### src/rtl/ssp_pkg.sv
package ssp_pkg;
  typedef enum logic [1:0] {
    REG_DATA = 2'd0,
    REG_STAT = 2'd1,
    REG_CTRL = 2'd2,
    REG_DIV  = 2'd3
  } reg_addr_e;

  localparam int unsigned CTL_EXT  = 0;
  localparam int unsigned CTL_PRE  = 1;
  localparam int unsigned CTL_SRC  = 2;
  localparam int unsigned CTL_ECLR = 3;
  localparam int unsigned CTL_EN   = 6;

  typedef struct packed {
    logic ovr;
    logic rbf;
    logic tsc;
    logic tbe;
  } stat_t;
endpackage

### src/rtl/ssp_clkgen.sv
module ssp_clkgen #(
  parameter int unsigned DIV_W   = 8,
  parameter int unsigned PRE_DIV = 4
) (
  input  logic             clk_i,
  input  logic             rst_ni,
  input  logic             run_i,
  input  logic             pre_en_i,
  input  logic [DIV_W-1:0] div_i,
  output logic             sclk_o,
  output logic             fall_o,
  output logic             rise_o
);
  localparam int unsigned PW = (PRE_DIV > 1) ? $clog2(PRE_DIV) : 1;

  logic [PW-1:0]    pre_cnt;
  logic [DIV_W-1:0] div_cnt;
  logic             sclk_q;
  logic             pre_tick;
  logic             tick;

  assign pre_tick = !pre_en_i || (pre_cnt == PW'(PRE_DIV - 1));
  assign tick     = pre_tick && (div_cnt == div_i);

  always_ff @(posedge clk_i or negedge rst_ni) begin
    if (!rst_ni) begin
      pre_cnt <= '0;
      div_cnt <= '0;
      sclk_q  <= 1'b1;
    end else if (!run_i) begin
      pre_cnt <= '0;
      div_cnt <= '0;
      sclk_q  <= 1'b1;
    end else begin
      if (pre_en_i) pre_cnt <= pre_tick ? '0 : pre_cnt + 1'b1;
      if (pre_tick) div_cnt <= tick ? '0 : div_cnt + 1'b1;
      if (tick)     sclk_q  <= ~sclk_q;
    end
  end

  assign sclk_o = sclk_q;
  assign fall_o = run_i && tick && sclk_q;
  assign rise_o = run_i && tick && !sclk_q;
endmodule

### src/rtl/ssp_edge_sync.sv
module ssp_edge_sync #(
  parameter int unsigned STAGES = 2
) (
  input  logic clk_i,
  input  logic rst_ni,
  input  logic sig_i,
  output logic fall_o,
  output logic rise_o
);
  logic [STAGES:0] sync_q;

  always_ff @(posedge clk_i or negedge rst_ni) begin
    if (!rst_ni) sync_q <= '1;
    else         sync_q <= {sync_q[STAGES-1:0], sig_i};
  end

  assign fall_o =  sync_q[STAGES] && !sync_q[STAGES-1];
  assign rise_o = !sync_q[STAGES] &&  sync_q[STAGES-1];
endmodule

### src/rtl/ssp_shifter.sv
module ssp_shifter #(
  parameter int unsigned DW = 8
) (
  input  logic          clk_i,
  input  logic          rst_ni,
  input  logic          load_i,
  input  logic [DW-1:0] load_data_i,
  input  logic          fall_i,
  input  logic          rise_i,
  input  logic          idle_i,
  input  logic          rxd_i,
  output logic          txd_o,
  output logic          done_o,
  output logic [DW-1:0] rx_byte_o
);
  localparam int unsigned CW = $clog2(DW);

  logic [DW-1:0] tx_sh;
  logic [DW-1:0] rx_sh;
  logic [CW-1:0] bit_cnt;
  logic          txd_q;

  assign done_o    = rise_i && (bit_cnt == CW'(DW - 1));
  assign rx_byte_o = {rxd_i, rx_sh[DW-1:1]};

  always_ff @(posedge clk_i or negedge rst_ni) begin
    if (!rst_ni) begin
      tx_sh   <= '0;
      rx_sh   <= '0;
      bit_cnt <= '0;
      txd_q   <= 1'b1;
    end else begin
      if (fall_i) begin
        txd_q <= tx_sh[0];
        tx_sh <= {1'b0, tx_sh[DW-1:1]};
      end else if (idle_i) begin
        txd_q <= 1'b1;
      end
      if (rise_i) begin
        rx_sh   <= rx_byte_o;
        bit_cnt <= bit_cnt + 1'b1;
      end
      // reload after the last rise so chained bytes start at bit 0
      if (load_i) begin
        tx_sh   <= load_data_i;
        bit_cnt <= '0;
      end
    end
  end

  assign txd_o = txd_q;
endmodule

### src/rtl/sync_serial_port.sv
module sync_serial_port
  import ssp_pkg::*;
#(
  parameter int unsigned DW          = 8,
  parameter int unsigned PRE_DIV     = 4,
  parameter int unsigned SYNC_STAGES = 2
) (
  input  logic          clk_i,
  input  logic          rst_ni,
  input  logic [1:0]    reg_addr_i,
  input  logic          reg_wr_i,
  input  logic          reg_rd_i,
  input  logic [DW-1:0] reg_wdata_i,
  output logic [DW-1:0] reg_rdata_o,
  input  logic          sclk_i,
  output logic          sclk_o,
  input  logic          rxd_i,
  output logic          txd_o,
  output logic          rdy_no,
  output logic          tx_irq_o,
  output logic          rx_irq_o
);
  logic          en_q, ext_q, pre_q, src_q;
  logic [DW-1:0] div_q, tx_buf, rx_buf;
  logic          tbe_q, tsc_q, rbf_q, ovr_q, arm_q, rdy_q;
  logic          tbe_d, tsc_d, rbf_d, ovr_d;
  stat_t         stat;

  logic wr_data, wr_ctrl, wr_div, rd_data, rd_stat, eclr;
  logic active, run_int, load, start, chain, done, idle;
  logic ifall, irise, sfall, srise, fall, rise;
  logic [DW-1:0] rx_byte;

  assign wr_data = reg_wr_i && (reg_addr_i == REG_DATA);
  assign wr_ctrl = reg_wr_i && (reg_addr_i == REG_CTRL);
  assign wr_div  = reg_wr_i && (reg_addr_i == REG_DIV);
  assign rd_data = reg_rd_i && (reg_addr_i == REG_DATA);
  assign rd_stat = reg_rd_i && (reg_addr_i == REG_STAT);
  assign eclr    = wr_ctrl && reg_wdata_i[CTL_ECLR];

  assign active  = en_q && !tsc_q;
  assign run_int = active && !ext_q;
  assign idle    = tsc_q || !en_q;

  ssp_clkgen #(.DIV_W(DW), .PRE_DIV(PRE_DIV)) u_clkgen (
    .clk_i    (clk_i),
    .rst_ni   (rst_ni),
    .run_i    (run_int),
    .pre_en_i (pre_q),
    .div_i    (div_q),
    .sclk_o   (sclk_o),
    .fall_o   (ifall),
    .rise_o   (irise)
  );

  ssp_edge_sync #(.STAGES(SYNC_STAGES)) u_sync (
    .clk_i  (clk_i),
    .rst_ni (rst_ni),
    .sig_i  (sclk_i),
    .fall_o (sfall),
    .rise_o (srise)
  );

  assign fall = ext_q ? (active && sfall) : ifall;
  assign rise = ext_q ? (active && srise) : irise;

  assign start = en_q && tsc_q && !tbe_q;
  assign chain = done && !tbe_q;
  assign load  = start || chain;

  ssp_shifter #(.DW(DW)) u_shift (
    .clk_i       (clk_i),
    .rst_ni      (rst_ni),
    .load_i      (load),
    .load_data_i (tx_buf),
    .fall_i      (fall),
    .rise_i      (rise),
    .idle_i      (idle),
    .rxd_i       (rxd_i),
    .txd_o       (txd_o),
    .done_o      (done),
    .rx_byte_o   (rx_byte)
  );

  always_comb begin
    tbe_d = tbe_q;
    if (load)    tbe_d = 1'b1;
    if (wr_data) tbe_d = 1'b0;
    tsc_d = tsc_q;
    if (load)      tsc_d = 1'b0;
    else if (done) tsc_d = 1'b1;
    rbf_d = rbf_q;
    if (rd_data) rbf_d = 1'b0;
    if (done)    rbf_d = 1'b1;
    ovr_d = ovr_q;
    if (eclr || (rd_data && arm_q))    ovr_d = 1'b0;
    if (done && rbf_q && !rd_data)     ovr_d = 1'b1;
  end

  always_ff @(posedge clk_i or negedge rst_ni) begin
    if (!rst_ni) begin
      en_q <= 1'b0; ext_q <= 1'b0; pre_q <= 1'b0; src_q <= 1'b0;
      div_q <= '0; tx_buf <= '0; rx_buf <= '0;
      tbe_q <= 1'b1; tsc_q <= 1'b1; rbf_q <= 1'b0; ovr_q <= 1'b0;
      arm_q <= 1'b0; rdy_q <= 1'b1;
      tx_irq_o <= 1'b0; rx_irq_o <= 1'b0;
    end else begin
      if (wr_ctrl) begin
        en_q  <= reg_wdata_i[CTL_EN];
        ext_q <= reg_wdata_i[CTL_EXT];
        pre_q <= reg_wdata_i[CTL_PRE];
        src_q <= reg_wdata_i[CTL_SRC];
      end
      if (wr_div)  div_q  <= reg_wdata_i;
      if (wr_data) tx_buf <= reg_wdata_i;
      if (done)    rx_buf <= rx_byte;
      tbe_q <= tbe_d;
      tsc_q <= tsc_d;
      rbf_q <= rbf_d;
      ovr_q <= ovr_d;
      // status-then-data clear sequence
      if (rd_data)                arm_q <= 1'b0;
      else if (rd_stat && ovr_q)  arm_q <= 1'b1;
      if (!ext_q)              rdy_q <= 1'b1;
      else if (load)           rdy_q <= 1'b0;
      else if (active && sfall) rdy_q <= 1'b1;
      tx_irq_o <= src_q ? (tsc_d && !tsc_q) : (tbe_d && !tbe_q);
      rx_irq_o <= done;
    end
  end

  assign rdy_no = rdy_q;
  assign stat   = '{ovr: ovr_q, rbf: rbf_q, tsc: tsc_q, tbe: tbe_q};

  always_comb begin
    reg_rdata_o = '0;
    unique case (reg_addr_i)
      REG_DATA: reg_rdata_o = rx_buf;
      REG_STAT: reg_rdata_o[3:0] = stat;
      REG_CTRL: begin
        reg_rdata_o[CTL_EN]  = en_q;
        reg_rdata_o[CTL_EXT] = ext_q;
        reg_rdata_o[CTL_PRE] = pre_q;
        reg_rdata_o[CTL_SRC] = src_q;
      end
      default:  reg_rdata_o = div_q;
    endcase
  end
endmodule

### config.mk
export PLATFORM = sky130hd
export DESIGN_NAME = sync_serial_port
export DESIGN_NICKNAME = d
export VERILOG_FILES = /design/src/rtl/ssp_pkg.sv /design/src/rtl/ssp_clkgen.sv /design/src/rtl/ssp_edge_sync.sv /design/src/rtl/ssp_shifter.sv /design/src/rtl/sync_serial_port.sv
export SDC_FILE = /design/constraint.sdc
export NUM_CORES = 1
export LEC_CHECK = 0
export ABC_AREA = 1
export BUFFER_PORTS_ARGS = -buffer_cell sky130_fd_sc_hd__buf_2
export CAP_MARGIN = 20
export CORE_MARGIN = 2
export CORE_UTILIZATION = 48
export DETAILED_ROUTE_END_ITERATION = 7
export PLACE_DENSITY = 0.67
export SKIP_CTS_REPAIR_TIMING = 1
export SYNTH_ARGS = -nofsm -noshare
export SYNTH_HDL_FRONTEND = slang
export SYNTH_SLANG_ARGS = --single-unit
### constraint.sdc
create_clock -name clk_i -period 5.32 [get_ports clk_i]
set_clock_uncertainty 0.05 [all_clocks]
set_input_delay 1.33 -clock clk_i [delete_from_list [all_inputs] [get_ports clk_i]]
set_output_delay 1.33 -clock clk_i [all_outputs]
set_load 0.05 [all_outputs]
# Yosys cells after proc, flatten, opt, wreduce, memory -nomap -nowiden
# Index checks and enable logic that the tools add are counted.
[classes]
n_mux = 35
add_sub_neg = 3
reduce_logical = 47
n_bitwise = 1
n_eq_ne = 10
[ops]
columns = ["cell", "n"]
rows = [
  ["$mux 8", 5],
  ["$logic_and 1x1->1", 26],
  ["$mux 1", 20],
  ["$reduce_bool 2->1", 6],
  ["$logic_not 1->1", 9],
  ["$pmux 3 s3", 1],
  ["$add 8x1->8 const B", 1],
  ["$eq 8x8->1", 1],
  ["$eq 2x2->1 const B", 3],
  ["$mux 2", 3],
  ["$mux 3", 2],
  ["$ne 2x2->1 const B", 3],
  ["$pmux 1 s3", 2],
  ["$logic_or 1x1->1", 4],
  ["$pmux 2 s2", 1],
  ["$add 3x1->3 const B", 1],
  ["$eq 3x3->1 const B", 1],
  ["$ne 3x1->1 const B", 1],
  ["$add 2x1->2 const B", 1],
  ["$eq 2x1->1 const B", 1],
  ["$logic_not 2->1", 1],
  ["$pmux 1 s2", 1],
  ["$reduce_or 2->1", 1],
  ["$not 1->1", 1],
]
[totals]
input_bits = 16
reg_bits = 70
word_cells = 119
output_inout_bits = 13

# Depth between registers and ports, before layout
[logic_depth]
ltp_word = 13
depth_mapped = 15
depth_no_buf = 14

# Hierarchy
# From an unflattened synthesis, not the netlist that was laid out.
[unflattened]
cells_unflattened = 411
hier_area_um2 = 3469.6
[by_module_without_submodules]
columns = ["module", "cells_per_inst", "n_inst", "seq_area_each_um2", "area_per_inst_um2"]
rows = [
  ["sync_serial_port", 189, 1, 904.6, 1674.1],
  ["ssp_shifter", 96, 1, 476.7, 877.1],
  ["ssp_clkgen", 119, 1, 276.5, 824.5],
  ["ssp_edge_sync", 7, 1, 78.8, 93.8],
]

# Worst setup path after synthesis
# OpenSTA, ideal clock, no wires.
[synth_timing]
kind = "input to output"
startpoint = "in reg_addr_i[0]"
endpoint = "out reg_rdata_o[0]"
t_arrival_ns = 2.554
path_slack_ns = 1.386
cell_stages = 2
required_time_ns = 3.940
path_buffers = 0
path_cell_list = "nand2_1 > o21ai_0"
[synth_via]
elab_chain_cells = 2
elab_cells_between_ends = 4
cone_classes = "2 x eq/ne; 1 x mux; 1 x reduce/logical"
[synth_lines]
columns = ["item", "line", "text"]
rows = [
  ["start, declared", "sync_serial_port.sv:10", "input logic [1:0] reg_addr_i,"],
  ["$eq 2x2->1 (tied with other cells)", "sync_serial_port.sv:137", "unique case (reg_addr_i)"],
  ["$pmux 3 s3 (*)", "sync_serial_port.sv:137", ""],
  ["end, declared", "sync_serial_port.sv:14", "output logic [DW-1:0] reg_rdata_o,"],
]
# Every way passes the cells marked *; elsewhere a longest branch is shown, timed or not.

# Final worst setup path
[layout_timing]
startpoint = "in reg_addr_i[1]"
endpoint = "out reg_rdata_o[0]"
# Same word-level chain as after synthesis.

==> run_results.csv <==
group,metric,value,unit
outcome,status,"completed",
synth,syn_avg_cell_area,8.49,um^2
sta,timing.fmax,0.257,GHz
synth,synth_top_family_by_area,"simple AND/OR/NAND/NOR gates",
cts,root_buffer,"clkbuf_8",
finish,stdcell_count,502,
synth,syn-cell-area,0.00327,mm^2
routing,avgViaCountPerCell,5.10,
sta,finalHoldViolations,0,
cts,cts_buffer_depth,2,
synth,synth_cells,385,
cts,cts_tree,"yes",
place,place_ws,1430,ps
place,dp_cells,486,
synth,seq_area_frac_synth,0.531,
routing,ant_nets,0,
worst_setup_path,start_kind,"primary input",
sta,fin_ws,1420,ps
routing,vias,2561,
synth,synth_top_cells_by_count,"nand2_1 (105), dfrtp_1 (61), inv_1 (54), o21ai_0 (40), nor2_1 (23)",
hold_path,min_path_cells,0,
floorplanning,dieArea,0.00749,mm^2
finish,antennaDiodeCount,0,
synth,yosys.area_share.simple,0.242,
worst_setup_path,ff2ff_setup_slack,3180,ps
global_route,grt_max_degree,38,
global_route,overflow,0,
routing,drtIter0Drc,147,
routing,totalWireLength,6.99,mm
synth,synth.distinct_cells,38,
sta,period_minus_slack,3900,ps
finish,n_fill_cell,611,
finish,areaGrowthSynthToFinish,13.2,%
sta,rsz0062_at_grt,"no",
floorplanning,core_area,0.00668,mm^2
worst_setup_path,critPathKind,"in -> out",
synth,synth_fa_ha_area_frac,0.0153,
finish,drive_gt1_frac,0.168,
routing,wl_met1,3.42,mm
synth,synth_most_common_cell,"nand2_1",
sta,drv_slew,0,
worst_setup_path,path_max_fanout,9,
routing,drc,0,
synth,synth_top_area_frac,0.467,
floorplanning,die_h,86.5,um
floorplanning,die_w,86.5,um
synth,muxShareOfSynthArea,0.00344,
job,drv_cap,0,
synth,synthesis.nets,405,
synth,yosys-top-cells-area,"dfrtp_1 (47%), nand2_1 (12%), dfstp_2 (6.4%)",
routing,top_layer_used,"met4",
synth,synth-seq-cells,69,
global_route,grt_antenna_before_repair,0,
power,leakagePower,0.00182,uW
synth,synth_flop_cell,"dfrtp_1",
cts,numCtsBuffers,9,
floorplanning,std_cell_rows,30,
floorplanning,initial_core_util,0.489,
place,place.gp.congestion,0.851,
routing,dr.pass1.iters,4,
sta,setup_violations,0,
global_route,grt_pass1_wl,12.1,mm
routing,wl_met3,229,um
synth,ys_warn_count,0,
sta,worst_pin_slew,1030,ps
worst_setup_path,cp.required,3940,ps
worst_setup_path,endpoint_kind,"primary output",
global_route,grt_pass1_vias,2439,
cts,clk-insertion-delay-late,350,ps
synth,ys_async_sr_fraction,1.00,
place,port_buffers,28,
global_route,track_usage,0.212,
worst_setup_path,rr_worst_depth,14,
synth,synth_edf_count,0,
synth,synth_compound_area_frac,0.109,
floorplanning,ios,29,
place,dp_hpwl,5.05,mm
hold_path,min_path_type,"reg -> reg",
synth,synth_xor_area_frac,0.0161,
routing,met2_length,3.25,mm
routing,wl_per_cell,13.9,um
cts,htreeDepth,3,
sta,fin_crit_sh,0.732,
power,cellPowerDensity,363,mW/mm^2
worst_setup_path,arrival,2520,ps
synth,yosysTopAreaCell,"dfrtp_1",
sta,fin_hold_ws,308,ps
cts,cts_sinks,69,
cts,clk_transition_reported_paths,80,ps
power,ir_drop,0.190,mV
sta,slew-limit-headroom,0.310,
finish,fin_nets,437,
sta,finalSetupTns,0,ps
layer usage:
layer | GRT usage | vias to the layer above
met2 | 0.316 | 40
met5 | 0 | -
met1 | 0.296 | 1221
met4 | 0.0568 | 0
li1 | - | 1291
met3 | 0.0733 | 9
critical path, stage by stage:
cell      delay, ps
buf_2           130
nor2_1          450
a221oi_1        200
o21ai_0         110
buf_2           290
power by group:
group | leakage, uW | internal, uW | total (uW) | switching (uW)
sequential | 0.000880 | 595 | 640 | 44.8
clock | 0.000113 | 281 | 494 | 213
combinational | 0.000824 | 66.8 | 210 | 143
total | 0.00182 | 942 | 1340 | 401
cell usage in the layout (no fill, tap or decap), types with 4 or more instances in the layout:
cell type    n
a21oi_1     11
buf_2       28
clkbuf_8    10
dfrtp_1     61
dfstp_2      8
ha_1         4
inv_1       54
inv_2        4
nand2_1    105
nand3_1     16
nand4_1     12
nor2_1      23
nor3_1       4
o21ai_0     40
o21ai_1      4
xor2_1       5
state kept, by name (all words and copies together) (netlist names), 2 cells and up:
register	flops
tx_buf	8
div_q	8
u_shift.bit_cnt	3
u_sync.sync_q	3
u_clkgen.pre_cnt	2
u_shift.tx_sh	8
u_shift.rx_sh	7
rx_buf	8
u_clkgen.div_cnt	8
worst paths after layout:
path,startpoint,to
max,reg_addr_i[1],reg_rdata_o[0]
min,u_sync.sync_q[0],u_sync.sync_q[1]
max reg2reg,u_clkgen.pre_cnt[0],u_shift.tx_sh[3]
min reg2reg,u_sync.sync_q[0],u_sync.sync_q[1]
max in group asynchronous,rst_ni,u_clkgen.sclk_o
min in group asynchronous,rst_ni,rbf_q
cells by family (layout without fill, tap and decap cells):
group,after synthesis,after routing
simple gates,174,174
mux,1,1
fa+ha+maj,4,4
buf+inv,66,103
compound gates,65,65
xor+xnor,6,6
flops,69,69
final cells by class:
type	count	area, um^2	share of cell area
inverter	58	218	0.0588
sequential	69	1740	0.469
clock buffer	10	138	0.0372
timing repair buffer	29	148	0.0399
clock inverter	6	93.8	0.0254
tap	80	100	0.0271
multi-input combinational	250	1270	0.342
per-stage QoR:
stage	util	cell area [um^2]	power, uW
4_1_cts	0.554	3700	1360
3_3_place_gp	0.519	3470	852
6_report	0.554	3700	1340
5_1_grt	0.554	3700	1420
2_1_floorplan	-	3270	788
3_5_place_dp	0.519	3470	861
Power figures use the tool's default switching activity.
